<file path="config.mk">
export PLATFORM = sky130hd
export DESIGN_NAME = exc_vector_fetch
export DESIGN_NICKNAME = d
export VERILOG_FILES = /design/src/rtl/exc_vec_pkg.sv /design/src/rtl/exc_vec_addr.sv /design/src/rtl/exc_vec_lat.sv /design/src/rtl/exc_vec_ctrl.sv /design/src/rtl/exc_vector_fetch.sv
export SDC_FILE = /design/constraint.sdc
export NUM_CORES = 1
export LEC_CHECK = 0
export BUFFER_PORTS_ARGS = -buffer_cell sky130_fd_sc_hd__buf_2
export CORE_MARGIN = 2
export CORE_UTILIZATION = 48
export DETAILED_ROUTE_END_ITERATION = 7
export PLACE_DENSITY = 0.84
export RECOVER_POWER = 100
export SYNTH_ARGS = -nofsm -noshare
export SYNTH_HDL_FRONTEND = slang
export SYNTH_SLANG_ARGS = --single-unit
export TNS_END_PERCENT = 20
</file>
<file path="constraint.sdc">
create_clock -name clk -period 1.96 [get_ports clk]
set_input_delay 0.294 -clock clk [delete_from_list [all_inputs] [get_ports clk]]
set_output_delay 0.294 -clock clk [all_outputs]
set_load 0.01 [all_outputs]
</file>
<file path="src/rtl/exc_vec_pkg.sv">
`timescale 1ns/1ps
package exc_vec_pkg;
   typedef enum logic [2:0] {
      ST_IDLE = 3'd0,
      ST_EX   = 3'd1,
      ST_MEM  = 3'd2,
      ST_RD   = 3'd3,
      ST_WB   = 3'd4
   } seq_st_e;
endpackage

</file>
<file path="src/rtl/exc_vec_addr.sv">
`timescale 1ns/1ps
// Entry address generator: base plus scaled cause code.
module exc_vec_addr #(
   parameter int                ADDR_W      = 32,
   parameter int                CODE_W      = 4,
   parameter int                ENTRY_BYTES = 4,
   parameter logic [ADDR_W-1:0] TABLE_BASE  = 'h0000_1000
) (
   input  logic [CODE_W-1:0] code,
   output logic [ADDR_W-1:0] addr
);
   localparam int SHIFT = $clog2(ENTRY_BYTES);

   generate
      if (SHIFT == 0) begin : g_byte_entries
         assign addr = TABLE_BASE + ADDR_W'(code);
      end else begin : g_wide_entries
         assign addr = TABLE_BASE + (ADDR_W'(code) << SHIFT);
      end
   endgenerate
endmodule

</file>
<file path="src/rtl/exc_vec_lat.sv">
`timescale 1ns/1ps
// Counts the fixed read latency after the read strobe.
module exc_vec_lat #(
   parameter int RD_LAT = 1
) (
   input  logic clk,
   input  logic rst_n,
   input  logic start,
   input  logic active,
   output logic done
);
   localparam int CNT_W = $clog2(RD_LAT + 1);

   logic [CNT_W-1:0] cnt;

   assign done = active && (cnt == CNT_W'(RD_LAT));

   always_ff @(posedge clk or negedge rst_n) begin
      if (!rst_n)               cnt <= '0;
      else if (start)           cnt <= CNT_W'(1);
      else if (active && !done) cnt <= cnt + 1'b1;
   end
endmodule

</file>
<file path="src/rtl/exc_vec_ctrl.sv">
`timescale 1ns/1ps
// Step sequencer: idle -> execute -> memory -> read wait -> write-back.
module exc_vec_ctrl
   import exc_vec_pkg::*;
(
   input  logic    clk,
   input  logic    rst_n,
   input  logic    req,
   input  logic    lat_done,
   output seq_st_e state,
   output logic    accept
);
   seq_st_e nxt;

   assign accept = (state == ST_IDLE) && req;

   always_comb begin
      nxt = state;
      unique case (state)
         ST_IDLE: if (req) nxt = ST_EX;
         ST_EX:   nxt = ST_MEM;
         ST_MEM:  nxt = ST_RD;
         ST_RD:   if (lat_done) nxt = ST_WB;
         ST_WB:   nxt = ST_IDLE;
         default: nxt = ST_IDLE;
      endcase
   end

   always_ff @(posedge clk or negedge rst_n) begin
      if (!rst_n) state <= ST_IDLE;
      else        state <= nxt;
   end
endmodule

</file>
<file path="src/rtl/exc_vector_fetch.sv">
`timescale 1ns/1ps
// Vectored exception entry: fetches the handler PC from a memory table.
module exc_vector_fetch
   import exc_vec_pkg::*;
#(
   parameter int                ADDR_W      = 32,
   parameter int                DATA_W      = 32,
   parameter int                CODE_W      = 4,
   parameter int                ENTRY_BYTES = 4,
   parameter int                RD_LAT      = 1,
   parameter logic [ADDR_W-1:0] TABLE_BASE  = 'h0000_1000
) (
   input  logic              clk,
   input  logic              rst_n,
   input  logic              exc_req,
   input  logic [CODE_W-1:0] exc_code,
   output logic              mem_rd_en,
   output logic [ADDR_W-1:0] mem_rd_addr,
   input  logic [DATA_W-1:0] mem_rd_data,
   output logic              pc_load,
   output logic [ADDR_W-1:0] pc_value,
   output logic              fetch_hold,
   output logic              busy
);
   generate
      if (RD_LAT < 1) begin : g_bad_lat
         $error("RD_LAT must be at least 1");
      end
      if (DATA_W < ADDR_W) begin : g_bad_data_w
         $error("DATA_W must cover ADDR_W");
      end
      if ((ENTRY_BYTES & (ENTRY_BYTES - 1)) != 0) begin : g_bad_entry
         $error("ENTRY_BYTES must be a power of two");
      end
      if ((TABLE_BASE % ENTRY_BYTES) != 0) begin : g_bad_base
         $error("TABLE_BASE must be aligned to ENTRY_BYTES");
      end
   endgenerate

   seq_st_e           state;
   logic              accept;
   logic              lat_done;
   logic [CODE_W-1:0] code_q;
   logic [ADDR_W-1:0] addr_ex;
   logic [ADDR_W-1:0] addr_q;
   logic [ADDR_W-1:0] pc_q;

   exc_vec_ctrl u_ctrl (
      .clk      (clk),
      .rst_n    (rst_n),
      .req      (exc_req),
      .lat_done (lat_done),
      .state    (state),
      .accept   (accept)
   );

   exc_vec_addr #(
      .ADDR_W      (ADDR_W),
      .CODE_W      (CODE_W),
      .ENTRY_BYTES (ENTRY_BYTES),
      .TABLE_BASE  (TABLE_BASE)
   ) u_addr (
      .code (code_q),
      .addr (addr_ex)
   );

   exc_vec_lat #(.RD_LAT(RD_LAT)) u_lat (
      .clk    (clk),
      .rst_n  (rst_n),
      .start  (state == ST_MEM),
      .active (state == ST_RD),
      .done   (lat_done)
   );

   always_ff @(posedge clk or negedge rst_n) begin
      if (!rst_n) begin
         code_q <= '0;
         addr_q <= '0;
         pc_q   <= '0;
      end else begin
         if (accept)                       code_q <= exc_code;
         if (state == ST_EX)               addr_q <= addr_ex;
         if ((state == ST_RD) && lat_done) pc_q   <= mem_rd_data[ADDR_W-1:0];
      end
   end

   assign busy        = (state != ST_IDLE);
   assign fetch_hold  = busy;
   assign mem_rd_en   = (state == ST_MEM);
   assign mem_rd_addr = addr_q;
   assign pc_load     = (state == ST_WB);
   assign pc_value    = pc_q;
endmodule

</file>
Word-level counts from Yosys, hierarchy flattened
Index checks and enable logic that the tools add are counted.
- flip-flop bits (word level): 72
- logic and storage cells: 27
- equality and inequality tests: 6
- muxes and demuxes: 5
- reduce and logical (&&, ||, !) cells: 9
- $add $sub $neg: 2
- operator list (cell ; number):
    $add A13 B6 Y14 const A ; 1
    $pmux W3 S4 ; 1
    $eq A3 B2 Y1 const B ; 2
    $mux W3 ; 2
    $logic_and A1 B1 Y1 ; 4
    $ne A2 B2 Y1 const B ; 2
    $eq A3 B1 Y1 const B ; 1
    $eq A3 B3 Y1 const B ; 1
    $logic_not A3 Y1 ; 1
    $reduce_bool A3 Y1 ; 1
    $mux W1 ; 2
    $reduce_and A2 Y1 ; 1
    $reduce_bool A2 Y1 ; 1
    $add A1 B1 Y1 const B ; 1
    $logic_not A1 Y1 ; 1

Longest topological paths before layout
- depth after elaboration: 6
- depth in mapped cells: 4

Cells and area by module
A second synthesis with hierarchy kept.
- cell total of the unflattened synthesis: 197
- area, all modules: 3011.6 µm²
- modules (own cells, without submodules) (module ; cells an instance ; seq. area each (µm²) ; times used ; area each (µm²)):
    exc_vector_fetch ; 149 ; 1701.6 ; 1 ; 2591.2
    exc_vec_addr ; 34 ; 0.0 ; 1 ; 247.7
    exc_vec_ctrl ; 11 ; 75.1 ; 1 ; 133.9
    exc_vec_lat ; 3 ; 25.0 ; 1 ; 38.8

Least setup slack after synthesis
No wires, ideal clock.
- kind: register to output
- from: reg u_ctrl.state[1]
- to: out fetch_hold
- slack: 568 ps
- arrival: 1098 ps
- stages on the path, launching flop included: 4
- buffers on the path: 2
- path through: dfrtp_1 > buf_4 > or3_1 > buf_4
- word-level cells in the longest chain between the ends: 1
- RTL lines (item ; line ; text):
    from (decl) ; exc_vec_ctrl.sv:10 ; output seq_st_e state,
    from (signal assigned) ; exc_vec_ctrl.sv:31 ; else state <= nxt;
    $reduce_bool A3 Y1 ; exc_vector_fetch.sv:87 ; assign busy = (state != ST_IDLE);
    to (decl) ; exc_vector_fetch.sv:22 ; output logic fetch_hold,
Every way passes these cells.

Worst setup path in the final report
- from: reg u_ctrl.state[1]
- to: reg pc_q[12] (netlist: pc_value[12])
- word-level cells in the longest chain between the ends: 3
- RTL lines (item ; line ; text):
    $eq A3 B2 Y1 * ; exc_vector_fetch.sv:71, exc_vector_fetch.sv:83 ;
    $logic_and A1 B1 Y1 ; exc_vec_lat.sv:16 ; assign done = active && (cnt == CNT_W'(RD_LAT));
    $logic_and A1 B1 Y1 * ; exc_vector_fetch.sv:83 ; if ((state == ST_RD) && lat_done) pc_q <= mem_rd_data[ADDR_W-1:0];
    to (signal assigned) ; exc_vector_fetch.sv:83 ;
    to (decl) ; exc_vector_fetch.sv:46 ; logic [ADDR_W-1:0] pc_q;
Every way passes the cells marked *; elsewhere a longest branch is shown, timed or not.
A chain may end at the register's enable or synchronous reset.

==> flow_summary.json <==
{
  "outcome": "finished clean",
  "wl_per_cell_um": 13.2,
  "netlist_area_um2": 2080,
  "async_flop_share_pct": 100,
  "cts_hold_buf": 0,
  "io_pins": 107,
  "synth-warning-count": 0,
  "fin_crit_sh_pct": 86.8,
  "intPower_uw": 2410,
  "synth-edff-count": 0,
  "max_slew.worst_pin.slew_ns": 1.05,
  "drtIter0Drc": 47,
  "critical_path.cell_chain": "nand4b_4, clkbuf_4, mux2_1",
  "row_count": 23,
  "die_area_um2": 4880,
  "reg2reg_slack_ns": 0.26,
  "clock_skew_ns": 0.00838,
  "ys_seq_area_share_pct": 54.1,
  "synth_top_family_by_area": "multiplexers",
  "wl_um": 3510,
  "crit_type": "register to register",
  "die_y_um": 69.9,
  "p_per_area_nw_per_um2": 1610,
  "ctsResizeCount": 0,
  "final_layout_size_suffix_gt1_share_pct": 30.1,
  "dpl.hpwl_um": 2680,
  "holdWs_ns": 0.211,
  "fmax_ghz": 0.588,
  "muxShareOfSynthArea_pct": 26.8,
  "syn_area_per_cell_um2": 15.5,
  "fin_crit_ns": 1.70,
  "relSlewSlack_pct": 29.8,
  "clkPwrFrac_pct": 16.2,
  "via_per_inst": 4.49,
  "cts_root_buffer": "clkbuf_8",
  "setup_viol": 0,
  "critical-path-top-delay-family": "flip-flops",
  "drc": 0,
  "slew_violations": 0,
  "r2r-start": "u_ctrl.state[1]",
  "fin_util_pct": 57.1,
  "n_antenna_cell": 0,
  "die_x_um": 69.9,
  "fp.coreArea_um2": 4090,
  "firstDrtPassIters": 4,
  "synthCells": 134,
  "max_stage_delay_ns": 0.54,
  "cts_sinks": 45,
  "grt_pass1_vias": 1187,
  "cts_setup_buffers": 0,
  "synthSimpleGateAreaFrac_pct": 4.92,
  "r2r_cells": 3,
  "finalPower_uw": 3750,
  "crit_buf_inv": 1,
  "clock_latency_ns": 0.29,
  "nets": 254,
  "synth_adder_area_share_pct": 0,
  "regToRegEndpoint": "pc_value[12]",
  "finalHoldViolCount": 0,
  "cts_max_level": 2,
  "antenna_found_initial": 0,
  "cp.arrival_ns": 1.88,
  "combPwrFrac_pct": 38.4,
  "vdd_ir_drop_max_uv": 745,
  "clock_path_buffers": 2,
  "synth_compound_area_share_pct": 1.38,
  "required_ns": 2.13,
  "grt_max_degree": 46,
  "ys_seq_elements": 45,
  "cts_tree": "done",
  "cp-start-kind": "register",
  "fin_tns_setup_ns": 0,
  "end_kind": "register",
  "rsz0062_at_grt": "no",
  "area_delta_synth_final_pct": 12.0,
  "grt_pass1_wl_um": 5640,
  "p_sw_share_pct": 35.6,
  "crit_start": "u_ctrl.state[1]",
  "grt_usage_pct": 14.9,
  "synthXorXnorAreaFrac_pct": 0,
  "cap_violations": 0,
  "crit_cells": 3,
  "cp_slowest_cell": "dfrtp_1",
  "clk_pin_slew_ns": 0.08,
  "cts_buffers": 5,
  "seq_power_share_pct": 45.4,
  "crit_path_max_fanout": 19,
  "synth.distinct_cells": 19,
  "io_buffers": 79,
  "vias": 1194,
  "synthFlopType": "dfrtp_1",
  "grt-ovfl-total": 0,
  "start_util_pct": 51.0,
  "place_congestion": 0.767,
  "critPathCapture": "pc_value[12]",
  "p_leak_uw": 0.00110,
  "ant_nets": 0,
  "hold_class": "primary input to register",
  "power_switching_uw": 1340
}
-- registers in the layout, indices dropped and copies added, names as in the netlist --
| signal | cells |
|---|---|
| pc_value | 32 |
| code_q | 4 |
| u_ctrl.state | 3 |
| u_lat.cnt | 1 |
| mem_rd_addr | 5 |
-- worst min-delay path by stage --
stage / startpoint / end / slack [ns] / cells after the start
after floorplan: rst_n / code_q[0] / -0.002 / 0
after global placement: rst_n / pc_value[27] / 0.40 / 2
after detailed placement: rst_n / pc_value[11] / 0.41 / 2
after CTS: rst_n / u_ctrl.state[1] / 0.08 / 2
after global routing: mem_rd_data[26] / pc_value[26] / 0.19 / 2
final: mem_rd_data[10] / pc_value[10] / 0.21 / 2
-- area by class of cell --
type | count | area (um2)
Clock buffer | 7 | 96.3
Sequential cell | 45 | 1130
Clock inverter | 1 | 5.00
Fill cell | 380 | 1750
Timing Repair Buffer | 81 | 357
Multi-Input combinational cell | 81 | 682
Inverter | 1 | 3.75
Tap cell | 50 | 62.6
-- power by group through the flow --
stage	Clock, uW	Sequential, uW	Combinational, uW
3_5_place_dp	0	1730	1980
4_1_cts	632	1720	1980
6_report	610	1700	1440
2_1_floorplan	0	1820	1330
3_3_place_gp	0	1720	1920
5_1_grt	681	1770	1570
-- per-layer routing --
metal,part of all wire (%),GRT usage [%]
met5,0,0
met1,39,18.1
met4,1.8,5.77
met3,7.8,5.19
met2,51,24.6
-- cell usage in the layout, fill, tap and decap left out, types with 2 or more instances in the layout --
| cell | count |
|---|---|
| dfrtp_1 | 45 |
| mux2_2 | 10 |
| clkbuf_8 | 7 |
| clkbuf_1 | 41 |
| mux2_1 | 28 |
| nand2b_1 | 3 |
| conb_1 | 27 |
| mux2_4 | 2 |
| buf_2 | 38 |
-- stage by stage --
stage / cells / setup WS, ns / cell area (um2)
3_5_place_dp: 258 / 0.268 / 2410
5_1_grt: 266 / 0.133 / 2330
6_report: 266 / 0.258 / 2330
3_3_place_gp: 258 / 0.323 / 2410
4_1_cts: 266 / 0.249 / 2510
2_1_floorplan: 160 / 0.568 / 2180
-- cell families after synthesis --
kind of cell / after synthesis
flip-flops: 45
other: 1
AO/OA/AOI/OAI: 4
buffers and inverters: 34
multiplexers: 40
AND/OR/NAND/NOR: 10
-- cell usage after synthesis, types with 3 or more instances --
cell      number  share of area [%]
dfrtp_1       45                 54
buf_4         30                 11
mux2_4        29                 21
mux2_2        11                5.9
buf_6          3                1.6
nand2b_1       3               0.90
Note: power is estimated with default switching activity, not from simulation.
